File: config.mk
export PLATFORM = sky130hd
export DESIGN_NAME = keyreg_bank
export DESIGN_NICKNAME = d
export VERILOG_FILES = /design/src/rtl/keyreg_pkg.sv /design/src/rtl/keyreg_decode.sv /design/src/rtl/keyreg_lock.sv /design/src/rtl/keyreg_store.sv /design/src/rtl/keyreg_bank.sv
export SDC_FILE = /design/constraint.sdc
export NUM_CORES = 1
export LEC_CHECK = 0
export ABC_AREA = 1
export BUFFER_PORTS_ARGS = -buffer_cell sky130_fd_sc_hd__buf_2
export CORE_AREA = 2 2 173 158
export DETAILED_ROUTE_END_ITERATION = 12
export DIE_AREA = 0 0 175 160
export GPL_ROUTABILITY_DRIVEN = 0
export MAX_ROUTING_LAYER = met4
export PLACE_DENSITY = 0.7
export SYNTH_ARGS = -nofsm -noshare
export SYNTH_HDL_FRONTEND = slang
export SYNTH_HIERARCHICAL = 1
export SYNTH_SLANG_ARGS = --single-unit
File: constraint.sdc
create_clock -name clk -period 5 [get_ports clk]
set_clock_uncertainty 0.1 [all_clocks]
set_input_delay 0.25 -clock clk [delete_from_list [all_inputs] [get_ports clk]]
set_output_delay 0.25 -clock clk [all_outputs]
set_load 0.01 [all_outputs]
File: src/rtl/keyreg_pkg.sv
package keyreg_pkg;

  // Word indices whose position is fixed by behaviour of neighbouring software
  localparam int IDX_SEC     = 'h000;
  localparam int IDX_LOCK    = 'h001;
  localparam int IDX_UNLOCK  = 'h002;
  localparam int IDX_LSTAT   = 'h003;
  localparam int IDX_PLLSTAT = 'h043;
  localparam int IDX_RSTCTL  = 'h080;
  localparam int IDX_BOOT    = 'h097;

  localparam int KEY_W = 16;
  localparam logic [KEY_W-1:0] KEY_LOCK   = 16'h767B;
  localparam logic [KEY_W-1:0] KEY_UNLOCK = 16'hDF0D;

  typedef enum logic [3:0] {
    CLS_NONE,
    CLS_SEC,
    CLS_LOCK,
    CLS_UNLOCK,
    CLS_LSTAT,
    CLS_PLLSTAT,
    CLS_BOOT,
    CLS_RSTCTL,
    CLS_GP
  } reg_cls_e;

endpackage

File: src/rtl/keyreg_decode.sv
module keyreg_decode
  import keyreg_pkg::*;
#(
  parameter int WIDX_W   = 10,
  parameter int NUM_GP   = 8,
  parameter int GP_BASE  = 'h100,
  parameter int GP_IDX_W = 3
) (
  input  logic [WIDX_W-1:0]   widx,
  output reg_cls_e            cls,
  output logic [GP_IDX_W-1:0] gp_sel,
  output logic                rd_legal,
  output logic                wr_legal,
  output logic                gated
);

  logic [WIDX_W-1:0] gp_off;
  logic              in_gp;

  always_comb begin
    gp_off = widx - WIDX_W'(GP_BASE);
    gp_sel = gp_off[GP_IDX_W-1:0];
    in_gp  = (int'(widx) >= GP_BASE) && (int'(widx) < GP_BASE + NUM_GP);
    if (widx == WIDX_W'(IDX_SEC))           cls = CLS_SEC;
    else if (widx == WIDX_W'(IDX_LOCK))     cls = CLS_LOCK;
    else if (widx == WIDX_W'(IDX_UNLOCK))   cls = CLS_UNLOCK;
    else if (widx == WIDX_W'(IDX_LSTAT))    cls = CLS_LSTAT;
    else if (widx == WIDX_W'(IDX_PLLSTAT))  cls = CLS_PLLSTAT;
    else if (widx == WIDX_W'(IDX_RSTCTL))   cls = CLS_RSTCTL;
    else if (widx == WIDX_W'(IDX_BOOT))     cls = CLS_BOOT;
    else if (in_gp)                         cls = CLS_GP;
    else                                    cls = CLS_NONE;
  end

  always_comb begin
    rd_legal = 1'b0;
    wr_legal = 1'b0;
    gated    = 1'b0;
    unique case (cls)
      CLS_SEC:     begin rd_legal = 1'b1; wr_legal = 1'b1; end
      CLS_LOCK,
      CLS_UNLOCK:  wr_legal = 1'b1;
      CLS_LSTAT,
      CLS_PLLSTAT,
      CLS_BOOT:    rd_legal = 1'b1;
      CLS_RSTCTL,
      CLS_GP:      begin rd_legal = 1'b1; wr_legal = 1'b1; gated = 1'b1; end
      default:     ;
    endcase
  end

endmodule

File: src/rtl/keyreg_lock.sv
module keyreg_lock
  import keyreg_pkg::*;
(
  input  logic             clk,
  input  logic             rst,
  input  logic             lock_wr,
  input  logic             unlock_wr,
  input  logic [KEY_W-1:0] key,
  output logic             locked
);

  always_ff @(posedge clk) begin
    if (rst)                                locked <= 1'b1;
    else if (lock_wr && key == KEY_LOCK)    locked <= 1'b1;
    else if (unlock_wr && key == KEY_UNLOCK) locked <= 1'b0;
  end

  AST_LOCK_KEY_ONLY: assert property (@(posedge clk) disable iff (rst)
    $past(!rst && !lock_wr && !unlock_wr) |-> $stable(locked));

  AST_UNLOCK_NEEDS_KEY: assert property (@(posedge clk) disable iff (rst)
    ($past(!rst) && $fell(locked)) |-> $past(unlock_wr && key == KEY_UNLOCK));

endmodule

File: src/rtl/keyreg_store.sv
module keyreg_store
  import keyreg_pkg::*;
#(
  parameter int              DATA_W     = 32,
  parameter int              NUM_GP     = 8,
  parameter int              GP_IDX_W   = 3,
  parameter logic [15:0]     GP_RST_TAG = 16'hA500
) (
  input  logic                clk,
  input  logic                rst,
  input  logic                we,
  input  reg_cls_e            cls,
  input  logic [GP_IDX_W-1:0] gp_sel,
  input  logic [DATA_W-1:0]   wdata,
  output logic                sec_q,
  output logic [DATA_W-1:0]   rstctl_q,
  output logic [DATA_W-1:0]   gp_rd
);

  logic [DATA_W-1:0] gp_q [NUM_GP];

  always_ff @(posedge clk) begin
    if (rst) begin
      sec_q    <= 1'b0;
      rstctl_q <= '0;
    end else if (we) begin
      if (cls == CLS_SEC)    sec_q    <= wdata[0];
      if (cls == CLS_RSTCTL) rstctl_q <= wdata;
    end
  end

  for (genvar g = 0; g < NUM_GP; g++) begin : g_gp
    always_ff @(posedge clk) begin
      if (rst)
        gp_q[g] <= DATA_W'({GP_RST_TAG, 16'(g)});
      else if (we && cls == CLS_GP && gp_sel == GP_IDX_W'(g))
        gp_q[g] <= wdata;
    end
  end

  always_comb begin
    gp_rd = '0;
    for (int g = 0; g < NUM_GP; g++)
      if (gp_sel == GP_IDX_W'(g)) gp_rd = gp_q[g];
  end

  AST_RSTCTL_HOLDS: assert property (@(posedge clk) disable iff (rst)
    $past(!rst && !we) |-> $stable(rstctl_q));

endmodule

File: src/rtl/keyreg_bank.sv
module keyreg_bank
  import keyreg_pkg::*;
#(
  parameter int          WIDX_W      = 10,
  parameter int          DATA_W      = 32,
  parameter int          NUM_GP      = 8,
  parameter int          GP_BASE     = 'h100,
  parameter logic [15:0] GP_RST_TAG  = 16'hA500,
  parameter logic [31:0] PLLSTAT_VAL = 32'h0000_003F,
  parameter logic [31:0] BOOT_VAL    = 32'h0000_0001
) (
  input  logic              clk,
  input  logic              rst,
  input  logic              req_wr,
  input  logic              req_rd,
  input  logic [WIDX_W-1:0] req_widx,
  input  logic [DATA_W-1:0] req_wdata,
  output logic [DATA_W-1:0] rsp_rdata,
  output logic              rsp_err,
  output logic              sys_rst_req
);

  localparam int GP_IDX_W = (NUM_GP > 1) ? $clog2(NUM_GP) : 1;

  reg_cls_e              cls;
  logic [GP_IDX_W-1:0]   gp_sel;
  logic                  rd_legal, wr_legal, gated;
  logic                  locked;
  logic                  wr_ok, rd_go;
  logic                  sec_q;
  logic [DATA_W-1:0]     rstctl_q, gp_rd, rd_val;

  keyreg_decode #(
    .WIDX_W(WIDX_W), .NUM_GP(NUM_GP), .GP_BASE(GP_BASE), .GP_IDX_W(GP_IDX_W)
  ) u_decode (
    .widx(req_widx), .cls(cls), .gp_sel(gp_sel),
    .rd_legal(rd_legal), .wr_legal(wr_legal), .gated(gated)
  );

  assign wr_ok = req_wr && wr_legal && !(gated && locked);
  assign rd_go = req_rd && !req_wr;

  keyreg_lock u_lock (
    .clk(clk), .rst(rst),
    .lock_wr(wr_ok && cls == CLS_LOCK),
    .unlock_wr(wr_ok && cls == CLS_UNLOCK),
    .key(req_wdata[KEY_W-1:0]),
    .locked(locked)
  );

  keyreg_store #(
    .DATA_W(DATA_W), .NUM_GP(NUM_GP), .GP_IDX_W(GP_IDX_W), .GP_RST_TAG(GP_RST_TAG)
  ) u_store (
    .clk(clk), .rst(rst), .we(wr_ok), .cls(cls), .gp_sel(gp_sel),
    .wdata(req_wdata), .sec_q(sec_q), .rstctl_q(rstctl_q), .gp_rd(gp_rd)
  );

  always_comb begin
    unique case (cls)
      CLS_SEC:     rd_val = {{(DATA_W-1){1'b0}}, sec_q};
      CLS_LSTAT:   rd_val = {{(DATA_W-1){1'b0}}, locked};
      CLS_PLLSTAT: rd_val = DATA_W'(PLLSTAT_VAL);
      CLS_BOOT:    rd_val = DATA_W'(BOOT_VAL);
      CLS_RSTCTL:  rd_val = rstctl_q;
      CLS_GP:      rd_val = gp_rd;
      default:     rd_val = '0;
    endcase
  end

  always_ff @(posedge clk) begin
    if (rst) begin
      rsp_rdata   <= '0;
      rsp_err     <= 1'b0;
      sys_rst_req <= 1'b0;
    end else begin
      rsp_rdata   <= (rd_go && rd_legal) ? rd_val : '0;
      rsp_err     <= (req_wr && !wr_ok) || (rd_go && !rd_legal);
      sys_rst_req <= wr_ok && cls == CLS_RSTCTL && req_wdata[0];
    end
  end

  AST_ERR_ZERO_DATA: assert property (@(posedge clk) disable iff (rst)
    rsp_err |-> rsp_rdata == '0);

  AST_WRITE_NO_READ: assert property (@(posedge clk) disable iff (rst)
    $past(!rst && req_wr) |-> rsp_rdata == '0);

  AST_LOCKED_WRITE_ERR: assert property (@(posedge clk) disable iff (rst)
    $past(!rst && locked && req_wr && gated) |-> rsp_err);

  AST_RST_REQ_SRC: assert property (@(posedge clk) disable iff (rst)
    sys_rst_req |-> $past(req_wr && !locked && req_widx == WIDX_W'(IDX_RSTCTL) && req_wdata[0]));

endmodule

==> impl_metrics.csv, run 1 <==
group,metric,value,unit
timing,hold_slack,35.9,ps
timing,setup_tns,0,ps
worst_hold_path,hold_path_class,"in -> reg",
clocking,cts_tree,"yes",
floorplan,core,26500,um2
floorplan,start_util,0.540,
pwr,finalPower,5.72,mW
clocking,clkTransAtPathRegs,50,ps
pwr,powerDensity,357,nW/um2
final_layout,nNetsFinal,1536,
route,drc,0,
critical_path,crit_chain,"buf_2 > nor2_4 > inv_1 > nor2_1 > o211ai_1 > nand3_1 > nand2_1 > a21oi_1 > nand2_1 > nor3_4 > nand3_2 > inv_1 > nand2_1",
route,via_count,10900,
global_routing,gr-total-overflow,0,
critical_path,cp.arrival,3510,ps
route,routed_via_density,5.84,
timing,worstMarginPinSlew,1160,ps
logic_synthesis,ys_seq_elements,324,
floorplan,io_pins,80,
final_layout,final_cell_mix,"nor2_1, edfxtp_1, nand2_1",
clocking,post_cts_buffers,0,
timing,drv_slew,0,
critical_path,path_depth,13,
route,ant_nets,0,
global_routing,grt_max_degree,81,
clocking,clk_path_buf_depth,3,
logic_synthesis,avgSynthCellArea,9.93,um2
critical_path,startpoint_type,"primary input",
clocking,clock_latency,510,ps
pwr,leakage,6.05,nW
clocking,clkSinkCount,324,
final_layout,synthToLayoutAreaGrowth,12.2,%
placed_design,hpwl,22600,um
timing,period_needed,3370,ps
floorplan,row_count,57,
logic_synthesis,yosysWarnings,6,
placed_design,port-buffer-count,79,
clocking,cts_buffers,34,
logic_synthesis,synthCells,1439,
critical_path,cpLargestDelayFamily,"simple AND/OR/NAND/NOR gates",
global_routing,track_usage,0.278,
floorplan,die_area,28000,um2
timing,final_hold_viol_count,0,
floorplan,die_y,160,um
outcome,status,"finished, final reports clean",
global_routing,grt_pass1_wl,58400,um
final_layout,final_common_cell,"nor2_1",
timing,relSlewSlack,0.226,
global_routing,antenna_found_initial,0,
critical_path,r2r_cells,6,
clocking,cts_resized,0,
timing,setup_violations,0,
timing,rsz0062_at_grt,"false",
critical_path,crit_top_cell,"nand2_1",
route,wirelength,37200,um
floorplan,die_x,175,um
final_layout,final_cell_count_no_fill,1868,
logic_synthesis,synth_area,14300,um2
critical_path,crit_type,"in -> reg",
critical_path,crit_path_end_kind,"flop",
global_routing,grt_pass1_vias,10500,
route,drt_iter0_drc,1624,
critical_path,cp.required,5150,ps
job,maxCapViolCount,0,
logic_synthesis,syn_nets,1485,
timing,finalCritPeriodShare,0.673,
critical_path,critical_path_buf_inv_count,3,
critical_path,cpMaxStageDelayCell,"nand3_2",
route,wl_per_cell,19.9,um
clocking,cts_max_level,2,
clocking,cts_root_buf,"clkbuf_16",
timing,max_freq,297,MHz
route,first_pass_iters,5,
final_layout,diodes,0,
logic_synthesis,synthDistinctLibCells,29,
worst_hold_path,min_delay_path_depth,3,
placed_design,numPlacedInstances,1805,
final_layout,final_core_util,0.606,
pwr,ir_drop,0.213,mV
final_layout,layout-drive-gt1-share,0.146,
logic_synthesis,yosysSeqAreaShare,0.633,
critical_path,crit_path_max_fanout,27,
critical_path,max_stage_delay,800,ps
[cell families after synthesis]
| group | after synthesis | share of synthesized area |
|---|---|---|
| buffers and inverters | 206 | 0.0593 |
| flip-flops | 324 | 0.633 |
| AO/OA/AOI/OAI | 98 | 0.0404 |
| AND/OR/NAND/NOR | 811 | 0.267 |
[worst register-to-register path: cells and delay by family, from the launching register on]
kind                   cells  cell delay [ps]
buffers and inverters      1              410
flip-flops                 1              330
AO/OA/AOI/OAI              1              360
AND/OR/NAND/NOR            4             1720
[state kept, by name, summed over array words and instances, names as in the netlist]
signal            flops
rsp_err               1
u_store/gp_q        256
u_store/rstctl_q     32
u_store/sec_q         1
u_lock/locked         1
sys_rst_req           1
rsp_rdata            32
[cells in the mapped netlist (all sizes together)]
library cell | number | area, um2
buf | 31 | 191
edfxtp | 256 | 7690
a21oi | 60 | 375
dfxtp | 68 | 1360
clkinv | 32 | 120
nand3 | 91 | 523
clkbuf | 63 | 236
nand2 | 221 | 905
nand4 | 164 | 1030
o21ai | 33 | 165
nor3 | 13 | 96.4
inv | 80 | 300
nor2 | 322 | 1270
o211ai | 5 | 37.5
[per-layer routing]
layer / GRT usage / share of wire / up-vias
met3: 0.0495 / 0.10 / 70
met4: 0.0780 / 0.020 / 0
li1: - / - / 5069
met5: - / 0 / -
met1: 0.393 / 0.43 / 5170
met2: 0.415 / 0.45 / 596
[report_power, final]
part | switching, mW | internal [mW]
logic | 0.257 | 0.0787
registers | 0.0296 | 3.00
clock network | 0.998 | 1.35
[final timing paths]
| path | startpoint | to | slack (ps) |
|---|---|---|---|
| setup / recovery | req_widx[9] | u_store/gp_q[1][34] | 1630 |
| hold / removal | req_wdata[27] | u_store/rstctl_q[27] | 40 |
| setup reg to reg | u_lock/locked | u_store/gp_q[1][34] | 1810 |
| hold reg to reg | u_store/sec_q | u_store/sec_q | 350 |
[what timing repair did]
item | CTS | global route
hold buffers | 3 | 0
hold endpoints to repair | 3 | 0
setup endpoints to repair | 0 | 0
[through the flow]
stage / area [um2] / setup WS (ps)
global placement: 15000 / 1320
global route: 16000 / 1370
detailed placement: 15000 / 1240
floorplan: 14300 / 2040
finish: 16000 / 1630
CTS: 16000 / 1720
[area by class of cell]
| class | count | area [um2] |
|---|---|---|
| repair buffers | 109 | 678 |
| clock inverters | 13 | 88.8 |
| flip-flops and latches | 324 | 9050 |
| clock buffers | 47 | 931 |
| well taps | 354 | 443 |
| fillers | 2237 | 10400 |
| multi-input cells | 909 | 4420 |
| inverters | 112 | 422 |
Note: power is estimated with default switching activity, not from simulation.
==> run 2, diff against run 1 <==
--- a/config.mk
+++ b/config.mk
@@ -12,7 +12,7 @@
 export DIE_AREA = 0 0 175 160
 export GPL_ROUTABILITY_DRIVEN = 0
 export MAX_ROUTING_LAYER = met4
-export PLACE_DENSITY = 0.7
+export PLACE_DENSITY = 0.72
 export SYNTH_ARGS = -nofsm -noshare
 export SYNTH_HDL_FRONTEND = slang
 export SYNTH_HIERARCHICAL = 1
==> constraint.sdc (replaced) <==
create_clock -name clk -period 2.72 [get_ports clk]
set_clock_uncertainty 0.1 [all_clocks]
set_input_delay 0.136 -clock clk [delete_from_list [all_inputs] [get_ports clk]]
set_output_delay 0.136 -clock clk [all_outputs]
set_load 0.01 [all_outputs]
==> run 2 against run 1 <==
  * Combinational power rose by 100%
  * Critical path depth increased by 2
  * Largest power group unchanged
  * Critical endpoint is now u_lock/locked
  * Non-clock buffer count grew 55
  * Power grew 90%
  * Sequential power increased by 84%
  * Cell count rose by 3.0%
  * Flip-flop and latch count stayed put
  * Critical path type unchanged
  * Utilization grew 2.7 points
  * Register-to-register slack got worse by 1200 ps
  * Die area did not move
==> impl_metrics.csv, run 2 (synthesis results as in run 1) <==
group,metric,value,unit
outcome,status,"finished, final reports clean",
global_routing,track_usage,0.283,
timing,final_hold_viol_count,0,
critical_path,r2r-start,"u_lock/locked",
final_layout,synthToLayoutAreaGrowth,17.3,%
critical_path,r2r_cells,11,
final_layout,final_common_cell,"nor2_1",
clocking,clkSinkCount,324,
global_routing,antenna_found_initial,0,
critical_path,cp.arrival,2580,ps
global_routing,grt_pass1_wl,59300,um
critical_path,crit_type,"in -> reg",
route,via_count,11200,
route,ant_nets,0,
job,maxCapViolCount,0,
floorplan,start_util,0.540,
pwr,powerDensity,648,nW/um2
critical_path,cp.required,3080,ps
timing,max_freq,450,MHz
critical_path,crit_path_end_kind,"flop",
clocking,cts_max_level,2,
placed_design,port-buffer-count,79,
global_routing,gr-total-overflow,0,
final_layout,layout-drive-gt1-share,0.167,
clocking,clock_latency,520,ps
worst_hold_path,hold_path_class,"in -> reg",
clocking,cts_resized,0,
final_layout,nNetsFinal,1591,
timing,relSlewSlack,0.433,
global_routing,grt_max_degree,88,
timing,drv_slew,0,
route,wl_per_cell,19.6,um
clocking,cts_buffers,34,
final_layout,largestRegisters,"u_store/gp_q x256, rsp_rdata x32, u_store/rstctl_q x32",
pwr,leakage,6.38,nW
floorplan,io_pins,80,
route,drc,0,
clocking,cts_root_buf,"clkbuf_16",
worst_hold_path,worstHoldEndpoint,"u_store/rstctl_q[11]",
worst_hold_path,min_from,"req_wdata[11]",
clocking,cts_tree,"yes",
global_routing,grt_pass1_vias,10900,
timing,finalCritPeriodShare,0.817,
floorplan,row_count,57,
final_layout,largest_reg_flops,256,
route,wirelength,37800,um
route,routed_via_density,5.82,
critical_path,startpoint_type,"primary input",
route,drt_iter0_drc,1244,
floorplan,core,26500,um2
floorplan,die_y,160,um
final_layout,regMostFlops,"u_store/gp_q",
pwr,ir_drop,0.566,mV
final_layout,final_core_util,0.633,
timing,setup_violations,0,
floorplan,die_area,28000,um2
floorplan,die_x,175,um
timing,setup_tns,0,ps
final_layout,diodes,0,
timing,rsz0062_at_grt,"false",
clocking,clk_path_buf_depth,3,
critical_path,crit_path_max_fanout,8,
clocking,clkTransAtPathRegs,60,ps
critical_path,regToRegSetupSlack,580,ps
placed_design,hpwl,22900,um
timing,period_needed,2220,ps
timing,worstMarginPinSlew,850,ps
critical_path,r2r-end,"u_lock/locked",
worst_hold_path,min_delay_path_depth,3,
final_layout,final_cell_mix,"nor2_1, edfxtp_1, nand2_1",
route,first_pass_iters,5,
run 2: metal layers:
metal	GRT usage	vias up	wire length, um
li1	-	5181	-
met1	0.380	5346	15300
met2	0.440	594	17800
met3	0.0493	77	3680
met4	0.0932	0	992
met5	-	-	0
run 2: final cells by class:
class | count | area [um2]
Clock buffer | 47 | 983
Clock inverter | 14 | 121
Sequential cell | 324 | 9050
Timing Repair Buffer | 164 | 1300
Tap cell | 354 | 443
Fill cell | 2094 | 9700
Inverter | 112 | 422
Multi-Input combinational cell | 909 | 4440
run 2: timing repair:
| action | CTS | global route |
|---|---|---|
| hold buffers | 31 | 0 |
| endpoints found under the hold margin | 42 | 0 |
| buffers inserted | 0 | 0 |
run 2: where the power goes:
group	total, mW	internal [mW]	switching [mW]
Clock	4.61	2.72	1.88
Combinational	0.674	0.195	0.479
Sequential	5.58	5.52	0.0563
run 2: how the worst max path moves through the flow:
| stage | startpoint | to | slack, ps | cells after the start |
|---|---|---|---|---|
| floorplan | req_widx[3] | u_store/gp_q[0][100] | 160 | 12 |
| CTS | req_widx[2] | u_lock/locked | 490 | 15 |
| finish | req_widx[2] | u_lock/locked | 500 | 15 |
| global placement | req_widx[0] | u_store/gp_q[1][58] | 140 | 8 |
| detailed placement | req_widx[0] | u_store/gp_q[1][58] | 100 | 8 |
| global route | req_widx[2] | u_lock/locked | 190 | 15 |
run 2: per-stage QoR:
step	area [um2]	setup slack [ps]	power, mW	hold slack, ps	cells
after floorplan	14300	160	6.03	115	1439
after global placement	15300	138	6.29	300	1832
after detailed placement	15300	99.9	6.31	309	1832
after CTS	16800	495	10.9	0.597	1924
after global routing	16800	193	11.2	3.31	1924
final	16800	497	10.9	9.24	1924
run 2: critical path, cell delays in order:
cell and delay [ps]:
buf_2 260, nor2_4 80, nand3_4 80, nor2_4 50, nor2_1 100, nand3_1 370
buf_4 320, nor3_1 180, nand2_1 100, nor2_1 110, nand3_1 80, nor2_1 90
nor2_1 40, nand2_1 50, dlygate4sd3_1 540
